--- src/rtl/wdt_pkg.sv ---
package wdt_pkg;

  localparam logic [7:0]  OFS_CTRL   = 8'h00;
  localparam logic [7:0]  OFS_RANGE  = 8'h04;
  localparam logic [7:0]  OFS_COUNT  = 8'h08;
  localparam logic [7:0]  OFS_KICK   = 8'h0C;
  localparam logic [31:0] KICK_MAGIC = 32'h0000_0076;

  typedef enum logic [2:0] {
    REG_CTRL,
    REG_RANGE,
    REG_COUNT,
    REG_KICK,
    REG_NONE
  } reg_sel_e;

endpackage

--- src/rtl/wdt_bus_port.sv ---
module wdt_bus_port #(
  parameter int DATA_W = 32
) (
  input  logic              clk,
  input  logic              rst_n,
  input  logic              req_valid,
  input  logic              req_write,
  output logic              req_ready,
  input  logic              rsp_ready,
  output logic              rsp_valid,
  output logic [DATA_W-1:0] rsp_rdata,
  input  logic [DATA_W-1:0] rd_data,
  output logic              accept
);

  logic              hold_q;
  logic [DATA_W-1:0] data_q;

  // one response slot: taking a new request needs the slot free or draining
  assign req_ready = !hold_q || rsp_ready;
  assign accept    = req_valid && req_ready;

  always_ff @(posedge clk or negedge rst_n) begin
    if (!rst_n) begin
      hold_q <= 1'b0;
      data_q <= '0;
    end else if (accept && !req_write) begin
      hold_q <= 1'b1;
      data_q <= rd_data;
    end else if (rsp_ready) begin
      hold_q <= 1'b0;
    end
  end

  assign rsp_valid = hold_q;
  assign rsp_rdata = data_q;

endmodule

--- src/rtl/wdt_regfile.sv ---
module wdt_regfile
  import wdt_pkg::*;
#(
  parameter int ADDR_W    = 8,
  parameter int DATA_W    = 32,
  parameter int SEL_W     = 4,
  parameter int CNT_W     = 32,
  parameter int RESET_SEL = 0
) (
  input  logic              clk,
  input  logic              rst_n,
  input  logic              accept,
  input  logic              wr,
  input  logic [ADDR_W-1:0] addr,
  input  logic [DATA_W-1:0] wdata,
  input  logic [CNT_W-1:0]  cnt,
  output logic              enable,
  output logic [SEL_W-1:0]  sel,
  output logic              load,
  output logic [DATA_W-1:0] rd_data
);

  reg_sel_e         dec;
  logic             en_q;
  logic [SEL_W-1:0] sel_q;
  logic             wr_acc;
  logic             kick_ok;

  always_comb begin
    if (addr == ADDR_W'(OFS_CTRL))       dec = REG_CTRL;
    else if (addr == ADDR_W'(OFS_RANGE)) dec = REG_RANGE;
    else if (addr == ADDR_W'(OFS_COUNT)) dec = REG_COUNT;
    else if (addr == ADDR_W'(OFS_KICK))  dec = REG_KICK;
    else                                 dec = REG_NONE;
  end

  assign wr_acc  = accept && wr;
  assign kick_ok = (wdata == DATA_W'(KICK_MAGIC));

  // enable can only be raised; selection is stored, used at reload
  always_ff @(posedge clk or negedge rst_n) begin
    if (!rst_n) begin
      en_q  <= 1'b0;
      sel_q <= SEL_W'(RESET_SEL);
    end else if (wr_acc) begin
      case (dec)
        REG_CTRL:  if (wdata[0]) en_q <= 1'b1;
        REG_RANGE: sel_q <= wdata[SEL_W-1:0];
        default:   ;
      endcase
    end
  end

  assign load = wr_acc &&
                (((dec == REG_CTRL) && wdata[0] && !en_q) ||
                 ((dec == REG_KICK) && kick_ok && en_q));

  always_comb begin
    case (dec)
      REG_CTRL:  rd_data = DATA_W'(en_q);
      REG_RANGE: rd_data = DATA_W'(sel_q);
      REG_COUNT: rd_data = DATA_W'(cnt);
      default:   rd_data = '0;
    endcase
  end

  assign enable = en_q;
  assign sel    = sel_q;

endmodule

--- src/rtl/wdt_downcount.sv ---
module wdt_downcount #(
  parameter int SEL_W    = 4,
  parameter int BASE_EXP = 16,
  parameter int CNT_W    = 32
) (
  input  logic             clk,
  input  logic             rst_n,
  input  logic             enable,
  input  logic             load,
  input  logic [SEL_W-1:0] sel,
  output logic [CNT_W-1:0] cnt,
  output logic             expired
);

  logic [CNT_W-1:0] cnt_q;
  logic [CNT_W-1:0] period;

  assign period = CNT_W'(1) << (BASE_EXP + int'(sel));

  always_ff @(posedge clk or negedge rst_n) begin
    if (!rst_n)                       cnt_q <= '0;
    else if (load)                    cnt_q <= period;
    else if (enable && cnt_q != '0)   cnt_q <= cnt_q - 1'b1;
  end

  assign cnt     = cnt_q;
  assign expired = enable && (cnt_q == '0);

endmodule

--- src/rtl/wdog_timer.sv ---
module wdog_timer #(
  parameter int ADDR_W    = 8,
  parameter int DATA_W    = 32,
  parameter int SEL_W     = 4,
  parameter int BASE_EXP  = 16,
  parameter int RESET_SEL = 0
) (
  input  logic              clk,
  input  logic              rst_n,
  input  logic              req_valid,
  output logic              req_ready,
  input  logic              req_write,
  input  logic [ADDR_W-1:0] req_addr,
  input  logic [DATA_W-1:0] req_wdata,
  output logic              rsp_valid,
  input  logic              rsp_ready,
  output logic [DATA_W-1:0] rsp_rdata,
  output logic              timeout_o
);

  localparam int NUM_SEL = 1 << SEL_W;
  localparam int CNT_W   = BASE_EXP + NUM_SEL;

  logic              accept;
  logic [DATA_W-1:0] rd_data;
  logic              en_q;
  logic [SEL_W-1:0]  sel_q;
  logic              load;
  logic [CNT_W-1:0]  cnt_q;

  wdt_bus_port #(.DATA_W(DATA_W)) u_port (
    .clk       (clk),
    .rst_n     (rst_n),
    .req_valid (req_valid),
    .req_write (req_write),
    .req_ready (req_ready),
    .rsp_ready (rsp_ready),
    .rsp_valid (rsp_valid),
    .rsp_rdata (rsp_rdata),
    .rd_data   (rd_data),
    .accept    (accept)
  );

  wdt_regfile #(
    .ADDR_W(ADDR_W), .DATA_W(DATA_W), .SEL_W(SEL_W),
    .CNT_W(CNT_W), .RESET_SEL(RESET_SEL)
  ) u_regs (
    .clk     (clk),
    .rst_n   (rst_n),
    .accept  (accept),
    .wr      (req_write),
    .addr    (req_addr),
    .wdata   (req_wdata),
    .cnt     (cnt_q),
    .enable  (en_q),
    .sel     (sel_q),
    .load    (load),
    .rd_data (rd_data)
  );

  wdt_downcount #(
    .SEL_W(SEL_W), .BASE_EXP(BASE_EXP), .CNT_W(CNT_W)
  ) u_cnt (
    .clk     (clk),
    .rst_n   (rst_n),
    .enable  (en_q),
    .load    (load),
    .sel     (sel_q),
    .cnt     (cnt_q),
    .expired (timeout_o)
  );

endmodule

--- config.mk ---
export PLATFORM = sky130hd
export DESIGN_NAME = wdog_timer
export DESIGN_NICKNAME = d
export VERILOG_FILES = /design/src/rtl/wdt_pkg.sv /design/src/rtl/wdt_bus_port.sv /design/src/rtl/wdt_regfile.sv /design/src/rtl/wdt_downcount.sv /design/src/rtl/wdog_timer.sv
export SDC_FILE = /design/constraint.sdc
export NUM_CORES = 1
export LEC_CHECK = 0
export ABC_AREA = 1
export ABC_CLOCK_PERIOD_IN_PS = 1900
export CAP_MARGIN = 20
export CORE_AREA = 10 10 100 102
export DETAILED_ROUTE_END_ITERATION = 8
export DIE_AREA = 0 0 110 112
export PLACE_DENSITY = 0.91
export REMOVE_ABC_BUFFERS = 1
export SETUP_SLACK_MARGIN = 0.5
export SKIP_LAST_GASP = 1
export SYNTH_ARGS = -nofsm -noshare
export SYNTH_HDL_FRONTEND = slang
export SYNTH_SLANG_ARGS = --single-unit
--- constraint.sdc ---
create_clock -name clk -period 1.9 [get_ports clk]
set_clock_uncertainty 0.15 [all_clocks]
set_input_delay 0.475 -clock clk [delete_from_list [all_inputs] [get_ports clk]]
set_output_delay 0.475 -clock clk [all_outputs]
set_load 0.05 [all_outputs]
==> results of run 1 <==
==> synth_stat cells, types with 2 or more instances <==
cell | count | area (um2)
a21oi_1 | 18 | 90.1
buf_2 | 6 | 30.0
buf_6 | 2 | 22.5
clkbuf_1 | 6 | 22.5
dfrtp_1 | 70 | 1750
ha_1 | 2 | 25.0
inv_1 | 70 | 263
nand2_1 | 179 | 672
nand2_2 | 4 | 25.0
nand3_1 | 37 | 185
nand4_1 | 27 | 169
nor2_1 | 104 | 390
nor2_2 | 4 | 25.0
nor3_1 | 10 | 50.1
nor4_2 | 2 | 25.0
o21ai_0 | 57 | 285
o21ai_1 | 4 | 20.0
xor2_1 | 2 | 17.5
==> per-layer routing <==
metal,overflow,GRT usage
met1,0,0.582
met4,2,0.509
met5,0,0.113
met3,0,0.518
met2,0,0.708
==> through the flow <==
step | area (um2) | cells
CTS | 6810 | 910
detailed placement | 5890 | 862
floorplan | 4070 | 597
global placement | 5890 | 862
==> cell families after synthesis <==
group / share of synthesized area
simple gates: 0.376
buf+inv: 0.0873
flops: 0.420
fa+ha+maj: 0.00600
compound gates: 0.107
xor+xnor: 0.00420
==> timing repair <==
action | CTS
buffers inserted | 29
cloned | 5
endpoints found under the setup margin | 105
resized for setup | 216
pin swaps | 82
==> impl_metrics.ini, run 1 <==
[global_route]
grt_usage = 0.583
grt-ovfl-total = 2
grt_max_degree = 71

[outcome]
error_message = [ERROR GRT-0232] Routing congestion too high. Check the congestion heatmap in the GUI.
status = aborted with a tool error
lastStage = global routing (5_1_grt)

[synthesis]
synth_edf_count = 0
synth_area_um2 = 4170
synth-async-reset-ratio = 1.00
postSynthCellCount = 613
ys_warn_count = 0
synthFlopType = dfrtp_1
ys_seq_area_frac = 0.420
synth_area_per_cell_um2 = 6.81
ys_seq_elements = 70
ys_types = 27

[clocking]
cts_buffers = 9
hold_buffers = 0
cts-root-buf = clkbuf_8
clock_sinks = 70
clk_path_buf_depth = 2
htreeDepth = 3

[floorplanning]
io_pins = 80
rows = 33
die_h_um = 112
die-width_um = 110
initial_core_util = 0.518

[sta]
worst_endpoint = timeout_o
endpoint_type = top-level output

[placement]
dp_worst_setup_slack_ns = -0.538
dpl.hpwl_mm = 10.4
place_congestion = 1.01
port_buffers = 79
==> inputs of run 2 (changes only) <==
Settings changed: CORE_AREA 10 10 100 102 to 10 10 116 118, DIE_AREA 0 0 110 112 to 0 0 126 128, PLACE_DENSITY 0.91 to default, PLACE_DENSITY_LB_ADDON from default to 0.15, SETUP_SLACK_MARGIN 0.5 to default.
==> run 2 against run 1 <==
Net effect: the flow now finishes, with violations (setup timing); synthesized area did not move; synthesized cell count stayed put.
==> impl_metrics.ini, run 2 <==
[outcome]
status = finished with violations
violations = setup timing

[drt]
first_pass_iters = 5
vias = 4899
wl_per_cell_um = 16.5
drc_errors = 0
routed_wl_mm = 15.9
drtAntennaViolNets = 0
viasPerCell = 5.09
drtIter0Drc = 302

[setup_path]
cp.arrival_ns = 1.77
crit_required_ns = 1.27
crit_fanout = 2
rr_worst_depth = 12
path_class = reg -> out
endpoint_kind = output pin
start_kind = flip-flop

[synthesis]
ys_types = 27
ys_seq_area_frac = 0.420
ys_seq_elements = 70
synth_edf_count = 0
ys_warn_count = 0
synth_area_um2 = 4170
synth-async-reset-ratio = 1.00
synth_top_family_by_area = simple AND/OR/NAND/NOR gates
synth_fa_ha_area_frac = 0.00600
synth_top_cells_by_area = dfrtp_1, nand2_1, nor2_1, o21ai_0, inv_1
synth_top_area_frac = 0.420
postSynthCellCount = 613
synthMuxAreaShare = 0
yosys.area_share.simple = 0.376
synth.most_common_cell = nand2_1
synth_xor_area_frac = 0.00420
synth_area_per_cell_um2 = 6.81
synth_area_leader_cell = dfrtp_1
synthFlopType = dfrtp_1
synthTopCellsByCount = nand2_1, nor2_1, dfrtp_1, inv_1, o21ai_0
synth-compound-area-share = 0.107

[final_layout]
fill_cells = 976
ff_latch_area_um2 = 1750
post-route-cell-area_um2 = 7340
drive_above_1_share = 0.356
num_antenna_cells = 0
final_cell_mix = nand2_1, buf_4, dfrtp_1
layout_commonest_cell = nand2_1
multi_input_area_um2 = 2570
fin_nets = 862
syn_to_final_growth_pct = 75.9

[sta]
tightest_slew_ns = 0.492
timing.final.crit_share = 1.26
post-route-min-period_ns = 2.39
rsz0062_at_grt = true
slew_headroom = 0.672
fmax_ghz = 0.418
slew_violations = 0
whs_ns = 0.000411
finalSetupViolations = 28
setup-tns-final_ns = -4.82
setup_ws_ns = -0.491
finalHoldViolCount = 0

[clocking]
cts_tree = built
path_clk_slew_ns = 0.06
clock_sinks = 70
cts-root-buf = clkbuf_16
clk_path_buf_depth = 2
hold_buffers = 0
htreeDepth = 3
insertion_delay_ns = 0.35
cts_buffers = 9

[floorplanning]
coreArea_um2 = 11200
die-width_um = 126
io_pins = 80
die_h_um = 128
die_area_um2 = 16100
initial_core_util = 0.372
rows = 39

[global_route]
grt-ovfl-total = 0
grt_max_degree = 71
grt_usage = 0.187
grt_pass1_vias = 4948
antenna_found_initial = 0
grt_pass1_wl_mm = 24.6

[job]
drv_cap = 0

[power]
irDropWorstVdd_mv = 0.340
leakage_nw = 3.91
p_per_area_nw_per_um2 = 509
p_total_w = 0.00373

[placement]
dpl.hpwl_mm = 11.1
place_congestion = 0.906
place_area_um2 = 6130
port_buffers = 79

[hold_path]
min_path_type = in -> async
==> run 2: cell counts after synthesis <==
Identical to the previous run, type by type.
==> run 2: kinds of logic after synthesis <==
logic type / Yosys count
AOI/OAI and AO/OA: 82
DFF: 70
adders and majority gates: 2
xor gates and xnor gates: 2
and+or+nand+nor: 370
buffers and inverters: 87
==> run 2: cell type report <==
class,count,area share
Clock buffer,11,0.0331
Clock inverter,5,0.0145
Inverter,71,0.0363
Multi-Input combinational cell,457,0.350
Sequential cell,70,0.239
Tap cell,143,0.0244
Timing Repair Buffer,206,0.303
==> run 2: worst max-delay path, stage by stage, from the launching register on <==
cell     delay, ns
dfrtp_1       0.39
nor2_2        0.17
nand2_2       0.11
nor2_4        0.12
nand2_2       0.09
nor4_4        0.25
buf_4         0.17
buf_12        0.12
==> run 2: path summary, 6_finish.rpt <==
check / from / to / slack (ns)
min in group clk: rsp_ready / u_port.rsp_valid$_DFFE_PN0P_ / 0.38
max: u_cnt.cnt[10]$_DFFE_PN0P_ / timeout_o / -0.49
min: rst_n / u_port.rsp_rdata[7]$_DFFE_PN0P_ / 0.0004
min reg2reg: u_port.rsp_rdata[19]$_DFFE_PN0P_ / u_port.rsp_rdata[19]$_DFFE_PN0P_ / 0.39
max reg2reg: u_cnt.cnt[1]$_DFFE_PN0P_ / u_cnt.cnt[24]$_DFFE_PN0P_ / -0.22
max in group asynchronous: rst_n / u_cnt.cnt[3]$_DFFE_PN0P_ / 1.29
==> run 2: where the power goes <==
group	switching (W)	internal, W
clock	0.000674	0.00132
combinational	0.000124	0.000113
sequential	0.00000522	0.00150
==> run 2: routing by layer <==
layer | GRT usage | part of all wire
met5 | 0 | 0
met4 | 0.0804 | 0.022
met3 | 0.0451 | 0.069
met1 | 0.218 | 0.42
met2 | 0.321 | 0.49
==> run 2: metrics by stage <==
stage	worst slack (ns)	utilization	std cells
global route	-0.560	0.654	963
global placement	-0.461	0.547	915
floorplan	-1.07	-	597
finish	-0.491	0.654	963
CTS	-0.464	0.609	956
detailed placement	-0.479	0.547	915
==> run 2: timing repair <==
item	CTS	global route
gates cloned	5	2
buffers inserted	20	6
gates resized for setup	101	119
pin swaps	49	70
endpoints found under the setup margin	62	37
Power figures use the tool's default switching activity.
==> inputs of run 3 (changes only) <==
Settings changed: CORE_AREA 10 10 116 118 to 10 10 97 142, DIE_AREA 0 0 126 128 to 0 0 107 152, GPL_TIMING_DRIVEN from default to 0.
==> run 3 against run 2 <==
Net effect: clock power down 13%; via count down 6.2%; final area down 15%; the flow still finishes with violations (setup timing); die area up 0.84%; sequential share of layout area up 4.2 points; critical path type unchanged.
==> impl_metrics.ini, run 3 (synthesized netlist as in run 2, its figures left out) <==
[drt]
drtIter0Drc = 316
drtAntennaViolNets = 0
first_pass_iters = 5
vias = 4597
drc_errors = 0
routed_wl_mm = 15.9
viasPerCell = 5.09
wl_per_cell_um = 17.6

[clocking]
htreeDepth = 3
cts-root-buf = clkbuf_16
clk_path_buf_depth = 2
cts_tree = built
clock_sinks = 70
insertion_delay_ns = 0.34
cts_buffers = 9
path_clk_slew_ns = 0.06

[setup_path]
worst-path-buf-inv = 1
cp_top_family = simple AND/OR/NAND/NOR gates
critPathSlowestCell = dfrtp_1
path_cells = nor2_2, nand2_2, nor2_2, nand2_2, nor4_4, buf_6
crit_fanout = 3
cp.arrival_ns = 1.70
start_kind = flip-flop
r2r-start = u_cnt.cnt[22]$_DFFE_PN0P_
endpoint_kind = output pin
path_class = reg -> out
ff2ff_setup_slack_ns = -0.14
slowest_delay_ns = 0.41
crit_required_ns = 1.27
startpoint = u_cnt.cnt[17]$_DFFE_PN0P_

[final_layout]
fin_nets = 795
final_cells = 903
num_antenna_cells = 0
final_cell_mix = nand2_1, nor2_1, dfrtp_1
layout_commonest_cell = nand2_1
drive_above_1_share = 0.212
syn_to_final_growth_pct = 49.8
fill_cells = 1153

[sta]
finalSetupViolations = 32
setup_ws_ns = -0.421
fmax_ghz = 0.431
setup-tns-final_ns = -3.11
post-route-min-period_ns = 2.32
finalHoldViolCount = 0
slew_violations = 0
tightest_slew_ns = 0.556
rsz0062_at_grt = true
slew_headroom = 0.629
timing.final.crit_share = 1.22

[placement]
dp_cells = 827
port_buffers = 79
place_congestion = 0.900
dpl.hpwl_mm = 10.1

[global_route]
grt-ovfl-total = 0
antenna_found_initial = 0
grt_pass1_wl_mm = 24.3
grt_max_degree = 48
grt_pass1_vias = 4577
grt_usage = 0.192

[outcome]
violations = setup timing
status = finished with violations

[hold_path]
min_path_type = in -> reg
min-delay-start = req_wdata[3]

[floorplanning]
die_h_um = 152
io_pins = 80
rows = 48
initial_core_util = 0.369
coreArea_um2 = 11300
die-width_um = 107
die_area_um2 = 16300

[job]
drv_cap = 0

[power]
leakage_nw = 3.41
irDropWorstVdd_mv = 0.491
p_per_area_nw_per_um2 = 560
[run 3: per-stage QoR]
stage           util  total power (W)  area, um2  worst slack, ns  hold WS (ns)
6_report       0.553          0.00350       6250           -0.421         0.298
4_1_cts        0.536          0.00354       6050           -0.416         0.326
5_1_grt        0.553          0.00363       6250           -0.514         0.313
3_3_place_gp   0.447          0.00173       5050            -2.34         0.315
3_5_place_dp   0.450          0.00174       5080            -1.29         0.260
2_1_floorplan      -          0.00159       4070            -1.07        0.0294
[run 3: worst paths after layout]
kind | to | depth (start not counted)
setup / recovery | timeout_o | 6
hold / removal | u_regs.sel[3]$_DFFE_PN0P_ | 3
setup reg to reg | u_cnt.cnt[2]$_DFFE_PN0P_ | 10
hold reg to reg | u_port.rsp_rdata[2]$_DFFE_PN0P_ | 2
max in group asynchronous | u_cnt.cnt[28]$_DFFE_PN0P_ | 3
min in group asynchronous | u_port.rsp_rdata[9]$_DFFE_PN0P_ | 2
[run 3: area by class of cell]
class                   instances  area [um2]  area share
multi-input cells             461        2430       0.388
flip-flops and latches         70        1760       0.281
repair buffers                134        1290       0.207
inverters                      71         270      0.0433
clock buffers                  10         239      0.0382
well taps                     150         188      0.0300
clock inverters                 6        68.8      0.0110
repair inverters                1        7.51     0.00120
[run 3: layer usage]
| layer | track usage | vias to the layer above | wire length, um |
|---|---|---|---|
| met2 | 0.340 | 129 | 8430 |
| met5 | 0 | - | 0 |
| met1 | 0.199 | 2159 | 5750 |
| met4 | 0.120 | 0 | 1000 |
| met3 | 0.0381 | 59 | 734 |
| li1 | - | 2250 | - |
[run 3: report_power, final]
| part | switching [W] | internal [W] |
|---|---|---|
| registers | 0.00000640 | 0.00150 |
| clock network | 0.000682 | 0.00106 |
| logic | 0.000139 | 0.000115 |
| total | 0.000827 | 0.00267 |
[run 3: timing repair]
item | 4_1_cts | 5_1_grt
resized for setup | 168 | 34
endpoints found under the setup margin | 104 | 73
hold buffers | 1 | 0
hold endpoints to repair | 23 | 0
setup buffers | 41 | 13
pin swaps | 44 | 19
gates cloned | 6 | 1
[run 3: tightest hold or removal path: cells and delay by family]
kind                   cells  cell delay, ns
AOI/OAI and AO/OA          1            0.10
buffers and inverters      1            0.11
and+or+nand+nor            1            0.06
==> inputs of run 4 (changes only) <==
Settings changed: SKIP_CTS_REPAIR_TIMING from default to 1.
==> run 4 against run 3 <==
Net effect: the flow still finishes with violations (setup timing); first-iteration DRC count down 11%; largest power group unchanged; power down 0.34%; wire length down 10%; combinational power down 4%; worst setup slack better by 0.015 ns; register-to-register slack worse by 0.06 ns; highest routed layer unchanged.
==> impl_metrics.ini, run 4 (synthesized netlist as in run 2, its figures left out) <==
[setup_path]
r2r-start = u_cnt.cnt[0]$_DFFE_PN0P_
crit_fanout = 5
endpoint_kind = output pin
cp_top_family = simple AND/OR/NAND/NOR gates
worst-path-buf-inv = 1
startpoint = u_cnt.cnt[28]$_DFFE_PN0P_
worstReg2RegEnd = u_cnt.cnt[24]$_DFFE_PN0P_
rr_worst_depth = 11
path_class = reg -> out
ff2ff_setup_slack_ns = -0.20
start_kind = flip-flop
critPathSlowestCell = dfrtp_2
crit_required_ns = 1.27
slowest_delay_ns = 0.46
cp.arrival_ns = 1.68
path_cells = nor2_4, nand4_1, nor4_4, buf_6

[drt]
viasPerCell = 5.04
wl_per_cell_um = 16.4
vias = 4384
drtAntennaViolNets = 0
drtIter0Drc = 281
first_pass_iters = 6
routed_wl_mm = 14.3
drc_errors = 0

[floorplanning]
rows = 48
die_h_um = 152
initial_core_util = 0.369
die_area_um2 = 16300
die-width_um = 107
io_pins = 80
coreArea_um2 = 11300

[hold_path]
hold-path-endpoint = u_port.rsp_rdata[2]$_DFFE_PN0P_
min-delay-start = u_port.rsp_rdata[2]$_DFFE_PN0P_
min_path_type = reg -> reg
hold_depth = 2

[clocking]
cts_tree = built
path_clk_slew_ns = 0.06
clk_path_buf_depth = 2
cts-root-buf = clkbuf_16
htreeDepth = 3
insertion_delay_ns = 0.34
clock_sinks = 70
cts_buffers = 9

[final_layout]
ff_latch_area_um2 = 1760
fill_cells = 1160
drive_above_1_share = 0.135
num_antenna_cells = 0
fin_nets = 762
final_cells = 870
multi_input_area_um2 = 2290
layout_commonest_cell = nand2_1
syn_to_final_growth_pct = 42.5
post-route-cell-area_um2 = 5940
final_cell_mix = nand2_1, nor2_1, inv_1

[sta]
slew_violations = 0
tightest_slew_ns = 0.554
slew_headroom = 0.628
rsz0062_at_grt = true
finalSetupViolations = 94
fmax_ghz = 0.434
post-route-min-period_ns = 2.31
setup-tns-final_ns = -13.81
setup_ws_ns = -0.406
finalHoldViolCount = 0
timing.final.crit_share = 1.21

[power]
irDropWorstVdd_mv = 0.496
p_sw_w = 0.000811
p_per_area_nw_per_um2 = 586
clkPwrFrac = 0.500
leakage_nw = 3.16
p_seq_frac = 0.431
p_int_w = 0.00268
p_sw_frac = 0.233
power_frac_comb = 0.070

[global_route]
grt_max_degree = 48
grt_pass1_vias = 4059
grt-ovfl-total = 0
grt_pass1_wl_mm = 21.4
antenna_found_initial = 0
grt_usage = 0.165

[placement]
place_congestion = 0.900
dp_cells = 827
place_area_um2 = 5080
port_buffers = 79
dpl.hpwl_mm = 10.1
dp_worst_setup_slack_ns = -1.29

[job]
drv_cap = 0

[outcome]
violations = setup timing
status = finished with violations
-- run 4: cell count changes in the layout (fill, tap and decap cells not counted), moves of 5 or more --
cell	change
buf_6	-11
nor2_1	+16
clkdlybuf4s50_1	+44
nand2_1	+7
buf_4	-20
dlymetal6s2s_1	+18
nor2_4	-5
nor2_2	-11
nand2_2	-6
o21ai_0	+8
dlygate4sd2_1	-57
o21ai_1	-8
-- run 4: per-layer routing --
metal	global-route usage	part of all wire
met1	0.187	0.38
met2	0.293	0.54
met3	0.0292	0.039
met4	0.0718	0.045
met5	0	0
-- run 4: how the worst max path moves through the flow --
stage          cells after the start  slack (ns)                               end
2_1_floorplan                      5       -1.07                         timeout_o
6_report                           4       -0.41                         timeout_o
3_3_place_gp                       1       -2.34  u_port.rsp_rdata[25]$_DFFE_PN0P_
5_1_grt                            6       -0.50                         timeout_o
4_1_cts                            6       -1.33                         timeout_o
3_5_place_dp                      10       -1.29         u_cnt.cnt[30]$_DFFE_PN0P_
-- run 4: cell type report --
class,count,share of cell area
Clock buffer,10,0.0402
Inverter,71,0.0448
Clock inverter,6,0.0116
Multi-Input combinational cell,460,0.386
Sequential cell,70,0.296
Tap cell,150,0.0316
Timing Repair Buffer,103,0.190
-- run 4: power groups by stage --
stage	Clock (W)	Sequential [W]	Combinational, W
after floorplan	0	0.00154	0.0000503
after global placement	0	0.00153	0.000206
after detailed placement	0	0.00153	0.000216
after CTS	0.00179	0.00150	0.000216
after global routing	0.00186	0.00150	0.000263
final	0.00174	0.00150	0.000243
-- run 4: stage by stage --
step / utilization / hold WS, ns / power (W)
6_report: 0.526 / 0.329 / 0.00349
5_1_grt: 0.526 / 0.354 / 0.00362
4_1_cts: 0.477 / -0.109 / 0.00351
3_5_place_dp: 0.450 / 0.260 / 0.00174
3_3_place_gp: 0.447 / 0.315 / 0.00173
2_1_floorplan: - / 0.0294 / 0.00159
-- run 4: worst min-delay path: cells and delay by family, from the launching register on --
kind	cells	cell delay [ns]
AND/OR/NAND/NOR	2	0.10
flip-flops	1	0.34
